<file path="src/rtl/flash_wp_pkg.sv">
package flash_wp_pkg;
  typedef enum logic [1:0] {
    OP_PROG      = 2'd0,
    OP_SECT_ERAS = 2'd1,
    OP_UNI_ERAS  = 2'd2,
    OP_RSVD      = 2'd3
  } wp_op_e;
endpackage

</file>
<file path="src/rtl/wp_reset_seq.sv">
module wp_reset_seq #(
  parameter int RECOV_CYCLES = 8
) (
  input  logic clk,
  input  logic rst_a_n,
  input  logic rst_b_n,
  output logic rst_any,
  output logic ready
);
  localparam int CNT_W = $clog2(RECOV_CYCLES + 1);
  localparam logic [CNT_W-1:0] LAST = CNT_W'(RECOV_CYCLES - 1);

  logic [CNT_W-1:0] cnt;

  assign rst_any = !rst_a_n || !rst_b_n;

  always_ff @(posedge clk) begin
    if (rst_any) begin
      cnt   <= '0;
      ready <= 1'b0;
    end else if (!ready) begin
      cnt <= cnt + 1'b1;
      if (cnt == LAST) ready <= 1'b1;
    end
  end

  assert_ready_low_after_reset_R6: assert property (@(posedge clk)
    rst_any |=> !ready);
  assert_ready_sticky_R6: assert property (@(posedge clk) disable iff (rst_any)
    ready |=> ready);
endmodule

</file>
<file path="src/rtl/wp_lock_bank.sv">
module wp_lock_bank #(
  parameter int NUM_SECT = 7,
  parameter int SECT_W   = 3
) (
  input  logic                clk,
  input  logic                rst_any,
  input  logic                ready,
  input  logic                wr_en,
  input  logic [SECT_W-1:0]   wr_sect,
  input  logic                wr_val,
  output logic [NUM_SECT-1:0] locks
);
  logic wr_hit;
  assign wr_hit = wr_en && ready && (int'(wr_sect) < NUM_SECT);

  always_ff @(posedge clk) begin
    if (rst_any) locks <= '1;
    else if (wr_hit) locks[wr_sect] <= wr_val;
  end

  assert_locks_set_by_reset_R5: assert property (@(posedge clk)
    rst_any |=> (locks == {NUM_SECT{1'b1}}));
  assert_locks_frozen_before_ready_R6: assert property (@(posedge clk) disable iff (rst_any)
    !ready |=> $stable(locks));
endmodule

</file>
<file path="src/rtl/wp_permit.sv">
module wp_permit
  import flash_wp_pkg::*;
#(
  parameter int NUM_SECT = 7,
  parameter int SECT_W   = 3,
  parameter int SPLIT    = 3
) (
  input  wp_op_e              op,
  input  logic [SECT_W-1:0]   sect,
  input  logic                boot_lock_n,
  input  logic                wr_prot_n,
  input  logic [NUM_SECT-1:0] locks,
  output logic                allow
);
  localparam logic [SECT_W-1:0] BOOT_IDX  = SECT_W'(NUM_SECT - 1);
  localparam logic [SECT_W-1:0] SPLIT_IDX = SECT_W'(SPLIT);

  // true when no lock bit in [lo, hi] is set
  function automatic logic range_unlocked(input logic [NUM_SECT-1:0] l,
                                          input int lo, input int hi);
    logic ok;
    ok = 1'b1;
    for (int i = 0; i < NUM_SECT; i++)
      if (i >= lo && i <= hi && l[i]) ok = 1'b0;
    return ok;
  endfunction

  logic sect_ok, boot_hit, top_region, single_ok, region_ok;

  assign sect_ok    = int'(sect) < NUM_SECT;
  assign boot_hit   = sect == BOOT_IDX;
  assign top_region = sect >= SPLIT_IDX;
  assign single_ok  = sect_ok && !locks[sect] && (boot_hit ? boot_lock_n : wr_prot_n);
  assign region_ok  = sect_ok && (top_region
                      ? (boot_lock_n && range_unlocked(locks, SPLIT, NUM_SECT - 1))
                      : (wr_prot_n   && range_unlocked(locks, 0, SPLIT - 1)));

  always_comb begin
    case (op)
      OP_PROG, OP_SECT_ERAS: allow = single_ok;
      OP_UNI_ERAS:           allow = region_ok;
      default:               allow = 1'b0;
    endcase
  end

  always_comb begin
    if (!boot_lock_n && op != OP_UNI_ERAS && boot_hit)
      assert_boot_guard_R1: assert (!allow);
    if (op == OP_RSVD || !sect_ok)
      assert_bad_code_rejected_R9: assert (!allow);
  end
endmodule

</file>
<file path="src/rtl/wp_op_tracker.sv">
module wp_op_tracker (
  input  logic clk,
  input  logic rst_any,
  input  logic ready,
  input  logic cmd_valid,
  input  logic allow,
  input  logic op_done,
  output logic ack,
  output logic nak,
  output logic busy,
  output logic abort
);
  logic take;
  assign take = cmd_valid && ready && !busy;

  always_ff @(posedge clk) begin
    if (rst_any) begin
      ack   <= 1'b0;
      nak   <= 1'b0;
      busy  <= 1'b0;
      abort <= busy;
    end else begin
      abort <= 1'b0;
      ack   <= take && allow;
      nak   <= take && !allow;
      if (take && allow) busy <= 1'b1;
      else if (op_done)  busy <= 1'b0;
    end
  end

  assert_abort_on_busy_reset_R8: assert property (@(posedge clk)
    (rst_any && busy) |=> (abort && !busy));
  assert_single_response_R4: assert property (@(posedge clk) disable iff (rst_any)
    !(ack && nak));
  assert_ack_enters_busy_R7: assert property (@(posedge clk) disable iff (rst_any)
    ack |-> busy);
  assert_silent_while_busy_R7: assert property (@(posedge clk) disable iff (rst_any)
    (busy && !op_done) |=> (!ack && !nak));
  assert_silent_before_ready_R6: assert property (@(posedge clk) disable iff (rst_any)
    !ready |=> (!ack && !nak));
endmodule

</file>
<file path="src/rtl/flash_wp_ctrl.sv">
module flash_wp_ctrl
  import flash_wp_pkg::*;
#(
  parameter int NUM_SECT     = 7,
  parameter int SPLIT        = 3,
  parameter int RECOV_CYCLES = 8,
  localparam int SECT_W      = $clog2(NUM_SECT + 1)
) (
  input  logic              clk,
  input  logic              rst_a_n,
  input  logic              rst_b_n,
  input  logic              boot_lock_n,
  input  logic              wr_prot_n,
  input  logic              cmd_valid,
  input  logic [1:0]        cmd_op,
  input  logic [SECT_W-1:0] cmd_sect,
  input  logic              op_done,
  input  logic              lock_we,
  input  logic [SECT_W-1:0] lock_sect,
  input  logic              lock_val,
  output logic              cmd_ack,
  output logic              cmd_nak,
  output logic              op_abort,
  output logic              busy,
  output logic              ready
);
  logic                rst_any;
  logic                allow;
  logic [NUM_SECT-1:0] locks;

  wp_reset_seq #(.RECOV_CYCLES(RECOV_CYCLES)) u_rst (
    .clk(clk), .rst_a_n(rst_a_n), .rst_b_n(rst_b_n),
    .rst_any(rst_any), .ready(ready)
  );

  wp_lock_bank #(.NUM_SECT(NUM_SECT), .SECT_W(SECT_W)) u_locks (
    .clk(clk), .rst_any(rst_any), .ready(ready),
    .wr_en(lock_we), .wr_sect(lock_sect), .wr_val(lock_val), .locks(locks)
  );

  wp_permit #(.NUM_SECT(NUM_SECT), .SECT_W(SECT_W), .SPLIT(SPLIT)) u_permit (
    .op(wp_op_e'(cmd_op)), .sect(cmd_sect), .boot_lock_n(boot_lock_n),
    .wr_prot_n(wr_prot_n), .locks(locks), .allow(allow)
  );

  wp_op_tracker u_track (
    .clk(clk), .rst_any(rst_any), .ready(ready), .cmd_valid(cmd_valid),
    .allow(allow), .op_done(op_done), .ack(cmd_ack), .nak(cmd_nak),
    .busy(busy), .abort(op_abort)
  );
endmodule

</file>
<file path="config.mk">
export PLATFORM = sky130hd
export DESIGN_NAME = flash_wp_ctrl
export DESIGN_NICKNAME = d
export VERILOG_FILES = /design/src/rtl/flash_wp_pkg.sv /design/src/rtl/wp_reset_seq.sv /design/src/rtl/wp_lock_bank.sv /design/src/rtl/wp_permit.sv /design/src/rtl/wp_op_tracker.sv /design/src/rtl/flash_wp_ctrl.sv
export SDC_FILE = /design/constraint.sdc
export NUM_CORES = 1
export LEC_CHECK = 0
export ABC_AREA = 1
export BUFFER_PORTS_ARGS = -buffer_cell sky130_fd_sc_hd__buf_4
export CAP_MARGIN = 10
export CORE_ASPECT_RATIO = 0.75
export CORE_MARGIN = 2
export CORE_UTILIZATION = 40
export CTS_BUF_LIST = sky130_fd_sc_hd__clkbuf_16
export CTS_CLUSTER_SIZE = 14
export DETAILED_ROUTE_END_ITERATION = 16
export PLACE_DENSITY = 0.61
export SLEW_MARGIN = 20
export SYNTH_ARGS = -nofsm -noshare
export SYNTH_HDL_FRONTEND = slang
export SYNTH_SLANG_ARGS = --single-unit
</file>
<file path="constraint.sdc">
create_clock -name clk -period 1.2 [get_ports clk]
set_input_delay 0 -clock clk [delete_from_list [all_inputs] [get_ports clk]]
set_output_delay 0 -clock clk [all_outputs]
set_load 0.005 [all_outputs]
</file>
---- Yosys cells after proc, flatten, opt, wreduce, memory -nomap -nowiden ----
Cells that the tools add are included.
word-level totals
  register bits ........................... 16
  input bits .............................. 17
  output and inout port bits .............. 5
  logic and storage cells ................. 58
operators by class
  $add $sub $neg .......................... 1
  magnitude comparators ................... 6
  equality and inequality tests ........... 4
  multiplexer cells ....................... 19
  reductions and logical operators ........ 21
operator list
  operator                                                            count
  two-way mux 1 bit                                                   15
  logical AND 1 bit                                                   12
  less-than comparator 3 x 4 -> 1 bit (second input constant)         2
  bitwise mux 7 bit                                                   1
  less-than comparator 3 bit (second input constant)                  2
  zero test 1 bit                                                     5
  adder 4 x 1 -> 4 bit (second input constant)                        1
  equality test 4 x 3 -> 1 bit (second input constant)                1
  binary-select mux 1 bit (select 3 bit)                              1
  demux 1 bit (select 3 bit)                                          1
  equality test 3 bit (second input constant)                         1
  greater-or-equal comparator 3 x 1 -> 1 bit (second input constant)  1
  greater-or-equal comparator 3 x 2 -> 1 bit (second input constant)  1
  equality test 2 x 1 -> 1 bit (second input constant)                1
  equality test 2 bit (second input constant)                         1
  zero test 2 bit                                                     1
  case mux 1 bit (2 select lines)                                     1
  nonzero test 2 bit                                                  1
  OR reduction 2 bit                                                  1
  logical OR 1 bit                                                    1

---- Depth between registers and ports, before layout ----
  word-level depth ........................ 10
  gate-level depth with buffers ........... 10

---- Modules after synthesis ----
From an unflattened synthesis, not the netlist that was laid out.
unflattened totals
  cells, all modules ...................... 137
  area total of the unflattened synthesis .. 862.1 um^2
modules (own cells, without submodules)
  module         instances  cells each  area each (um^2)
  wp_lock_bank   1          52          349.1
  wp_reset_seq   1          28          212.7
  wp_permit      1          40          163.9
  wp_op_tracker  1          17          136.4

---- Worst setup path after synthesis ----
Ideal clock, no wire load.
  kind .................................... register to register
  start ................................... register u_rst.ready
  end ..................................... register u_locks.locks[1]
  arrival ................................. 0.950 ns
  path slack .............................. 0.131 ns
  stages on the path, launching flop included .. 7
  buffers on the path ..................... 0
  path through ............................ dfxtp_1 nand2_1 o21bai_4 nor2_4 nand2_1 a21oi_1 o21ai_1
between the ends
  word-level cells in the longest chain between the ends .. 2
RTL lines
  what                             line                text
  start: declaration               wp_reset_seq.sv:8   output logic ready
  start signal: assignment         wp_reset_seq.sv:20  ready <= 1'b0;
  start signal: assignment         wp_reset_seq.sv:23  if (cnt == LAST) ready <= 1'b1;
  logical AND 1 bit (2 in series)  wp_lock_bank.sv:14  assign wr_hit = wr_en && ready && (int'(wr_sect) < NUM_SECT);
  end signal: indexed assignment   wp_lock_bank.sv:18  else if (wr_hit) locks[wr_sect] <= wr_val;
  end: declaration                 wp_lock_bank.sv:11  output logic [NUM_SECT-1:0] locks
No other way between the ends.
A chain may end at the register's enable or synchronous reset.

---- Worst setup path after layout ----
  start ................................... register u_rst.ready
  end ..................................... register u_locks.locks[5]
Same word-level chain as after synthesis.

==> reports/results.tsv <==
metric	value	unit
Synth Warn #	0	
grt peak-use layer	met2	
Pre-antenna DRT Iters	4	
Worst-path clk slew	0.05	ns
port buffer count	21	
CTS tree	built	
post-synthesis sequential area ratio	40.6	%
GR Util met1	21.8	%
area post-placement	985	um2
Crit. End Element	register	
post-route DRC violation count	0	
CP max stage cell	dfxtp_1	
dpl ws	0.163	ns
Crit path required time	1.33	ns
Top Ports	22	
synthesized area	788	um2
vias in the first global route	692	
Final HPWL DP	1390	um
f_max	966	MHz
RSZ-0062 raised after global routing	false	
post-CTS sizing	0	
crit path DAT	1.16	ns
max_cap viols	0	
CTS Hold Bufs	0	
Die Footprint	2350	um2
global-route wire length before repair	2990	um
Setup CP Type	reg -> reg	
worst path cell trace	nand2_1 -> o21bai_4 -> nor2_4 -> nand2_1 -> a21oi_1 -> o21ai_1	
grt met3 use	5.86	%
met2 global-route usage	24.0	%
Fin. Hold Viols	0	
fin crit period	1.04	ns
die width	55.3	um
largest net degree at the start of global routing	11	
initial antenna violation count	0	
worst hold path class	in -> reg	
Core Footprint	1790	um2
Top delay family on crit path	compound AO/OA/AOI/OAI gates	
Starting Density	44.1	%
routed vias/inst	4.89	
Sum Neg Setup Slack	0	ns
final wirelength	1720	um
CTS Buffer Depth	2	
status	complete, no violations	
Max-slew headroom	82.3	%
vias post-DR	782	
# setup viols final	0	
Crit Path Max Fanout	3	
placement row count	13	
cts bufs inserted	3	
Area growth, synth to finish	34.4	%
Final Slew Violations	0	
Chip Height	42.4	um
Pwr Density	1210	nW/um2
P_leak	0.515	nW
GPL Wtd Cong	0.740	
Least-Margin Pin Slew	0.261	ns
CP Launch Type	register	
ANT nets after route	0	
Total GRT Usage	16.5	%
final clock skew	0.00202	ns
setup ws final	0.164	ns
library cells used by synthesis	22	
Hold Path Origin	op_done	
syn_nets	131	
DR WL/cell	10.8	um
remaining global-route overflow	0	
setup bufs post-CTS	0	
# diodes	0	
Root Driver	clkbuf_16	
post-layout instance area	1060	um2
share of cells above drive strength 1	23.2	%
DR iter-0 viols	12	
CTS Sinks	16	
H-Tree Depth	1	
worst vdd ir	0.694	mV
CP bufs+invs	0	
Tcrit/Tclk final	86.3	%
r2r startpoint	u_rst.ready	
syn_area_per_cell	6.98	um2
cell mode on critical path	nand2_1	
Post-Synthesis Cells	113	
crit-path max cell delay	0.32	ns
count of nets after finishing	158	
synthesis-stage register bit count	16	
clk_lat worst skew	0.24	ns
Critical Path Start	u_rst.ready	
[cell usage in the layout, fill, tap and decap left out, drive strengths merged, types with 3 or more instances in the layout]
| master | synthesis | layout |
|---|---|---|
| nand2 | 30 | 30 |
| buf | 0 | 23 |
| dfxtp | 16 | 16 |
| inv | 16 | 16 |
| a21oi | 11 | 11 |
| nor2 | 11 | 11 |
| o21ai | 10 | 10 |
| nand3 | 4 | 4 |
| nor3 | 3 | 3 |
| nand4 | 3 | 3 |
| clkbuf | 1 | 3 |
[worst min-delay path, stage by stage]
cell and delay, ns:
buf_4 0.08, nor2_1 0.04, nand2_1 0.05, nand2_1 0.04
[per-stage QoR]
| stage | std cells | hold slack, ns | utilization [%] | power (W) |
|---|---|---|---|---|
| after floorplan | 113 | 0.156 | - | 0.000602 |
| after global placement | 157 | 0.248 | 55.0 | 0.000662 |
| after detailed placement | 157 | 0.263 | 55.0 | 0.000664 |
| after CTS | 160 | 0.0111 | 59.2 | 0.00130 |
| after global routing | 160 | 0.0413 | 59.2 | 0.00134 |
| final | 160 | 0.0122 | 59.2 | 0.00128 |
[power by group]
group,internal [W],total (W),switching [W]
registers,0.000536,0.000539,0.00000305
clock network,0.000436,0.000626,0.000190
logic,0.0000550,0.000115,0.0000603
[path summary, 6_finish.rpt]
| check | slack [ns] | endpoint | depth (start not counted) |
|---|---|---|---|
| worst max-delay path | 0.16 | u_locks.locks[5] | 6 |
| worst min-delay path | 0.01 | u_track.busy | 4 |
| worst max register to register | 0.16 | u_locks.locks[5] | 6 |
| worst min register to register | 0.49 | u_track.abort | 2 |
[cell usage after synthesis]
cell type	instances	area [um2]
a21oi_1	11	55.1
nand3_2	1	10.0
o21bai_1	1	7.51
o21ai_0	6	30.0
o21bai_4	1	18.8
nor3_1	3	15.0
nand3_1	3	15.0
inv_1	15	56.3
o21ai_1	4	20.0
a31oi_1	2	12.5
inv_2	1	3.75
nand2_2	2	12.5
nor2_4	1	11.3
nand3b_1	1	7.51
nand2_1	28	105
nor2_1	10	37.5
o311ai_1	1	8.76
clkbuf_1	1	3.75
nand4_1	3	18.8
and3_1	1	6.26
dfxtp_1	16	320
ha_1	1	12.5
[flip-flops by register name, summed over array words and instances, names as in the netlist]
register,count
u_track.ack,1
u_rst.cnt,4
u_track.busy,1
u_track.abort,1
u_locks.locks,7
u_rst.ready,1
u_track.nak,1
[cell families after synthesis]
kind of cell             synth area share, %
buffers and inverters                   8.09
AND/OR/NAND/NOR                         30.3
AO/OA/AOI/OAI                           19.4
flip-flops                              40.6
adder cells (fa/ha/maj)                 1.59
[routing by layer]
| layer | up-vias | share of wire, % |
|---|---|---|
| li1 | 422 | - |
| met1 | 336 | 54 |
| met2 | 20 | 38 |
| met3 | 4 | 6.1 |
| met4 | 0 | 1.5 |
| met5 | - | 0 |
[cell type report]
type | instances | area (um2)
Multi-Input combinational cell | 80 | 404
Clock buffer | 3 | 75.1
Inverter | 16 | 60.1
Sequential cell | 16 | 320
Fill cell | 177 | 729
Tap cell | 22 | 27.5
Timing Repair Buffer | 23 | 173
Power figures use the tool's default switching activity.
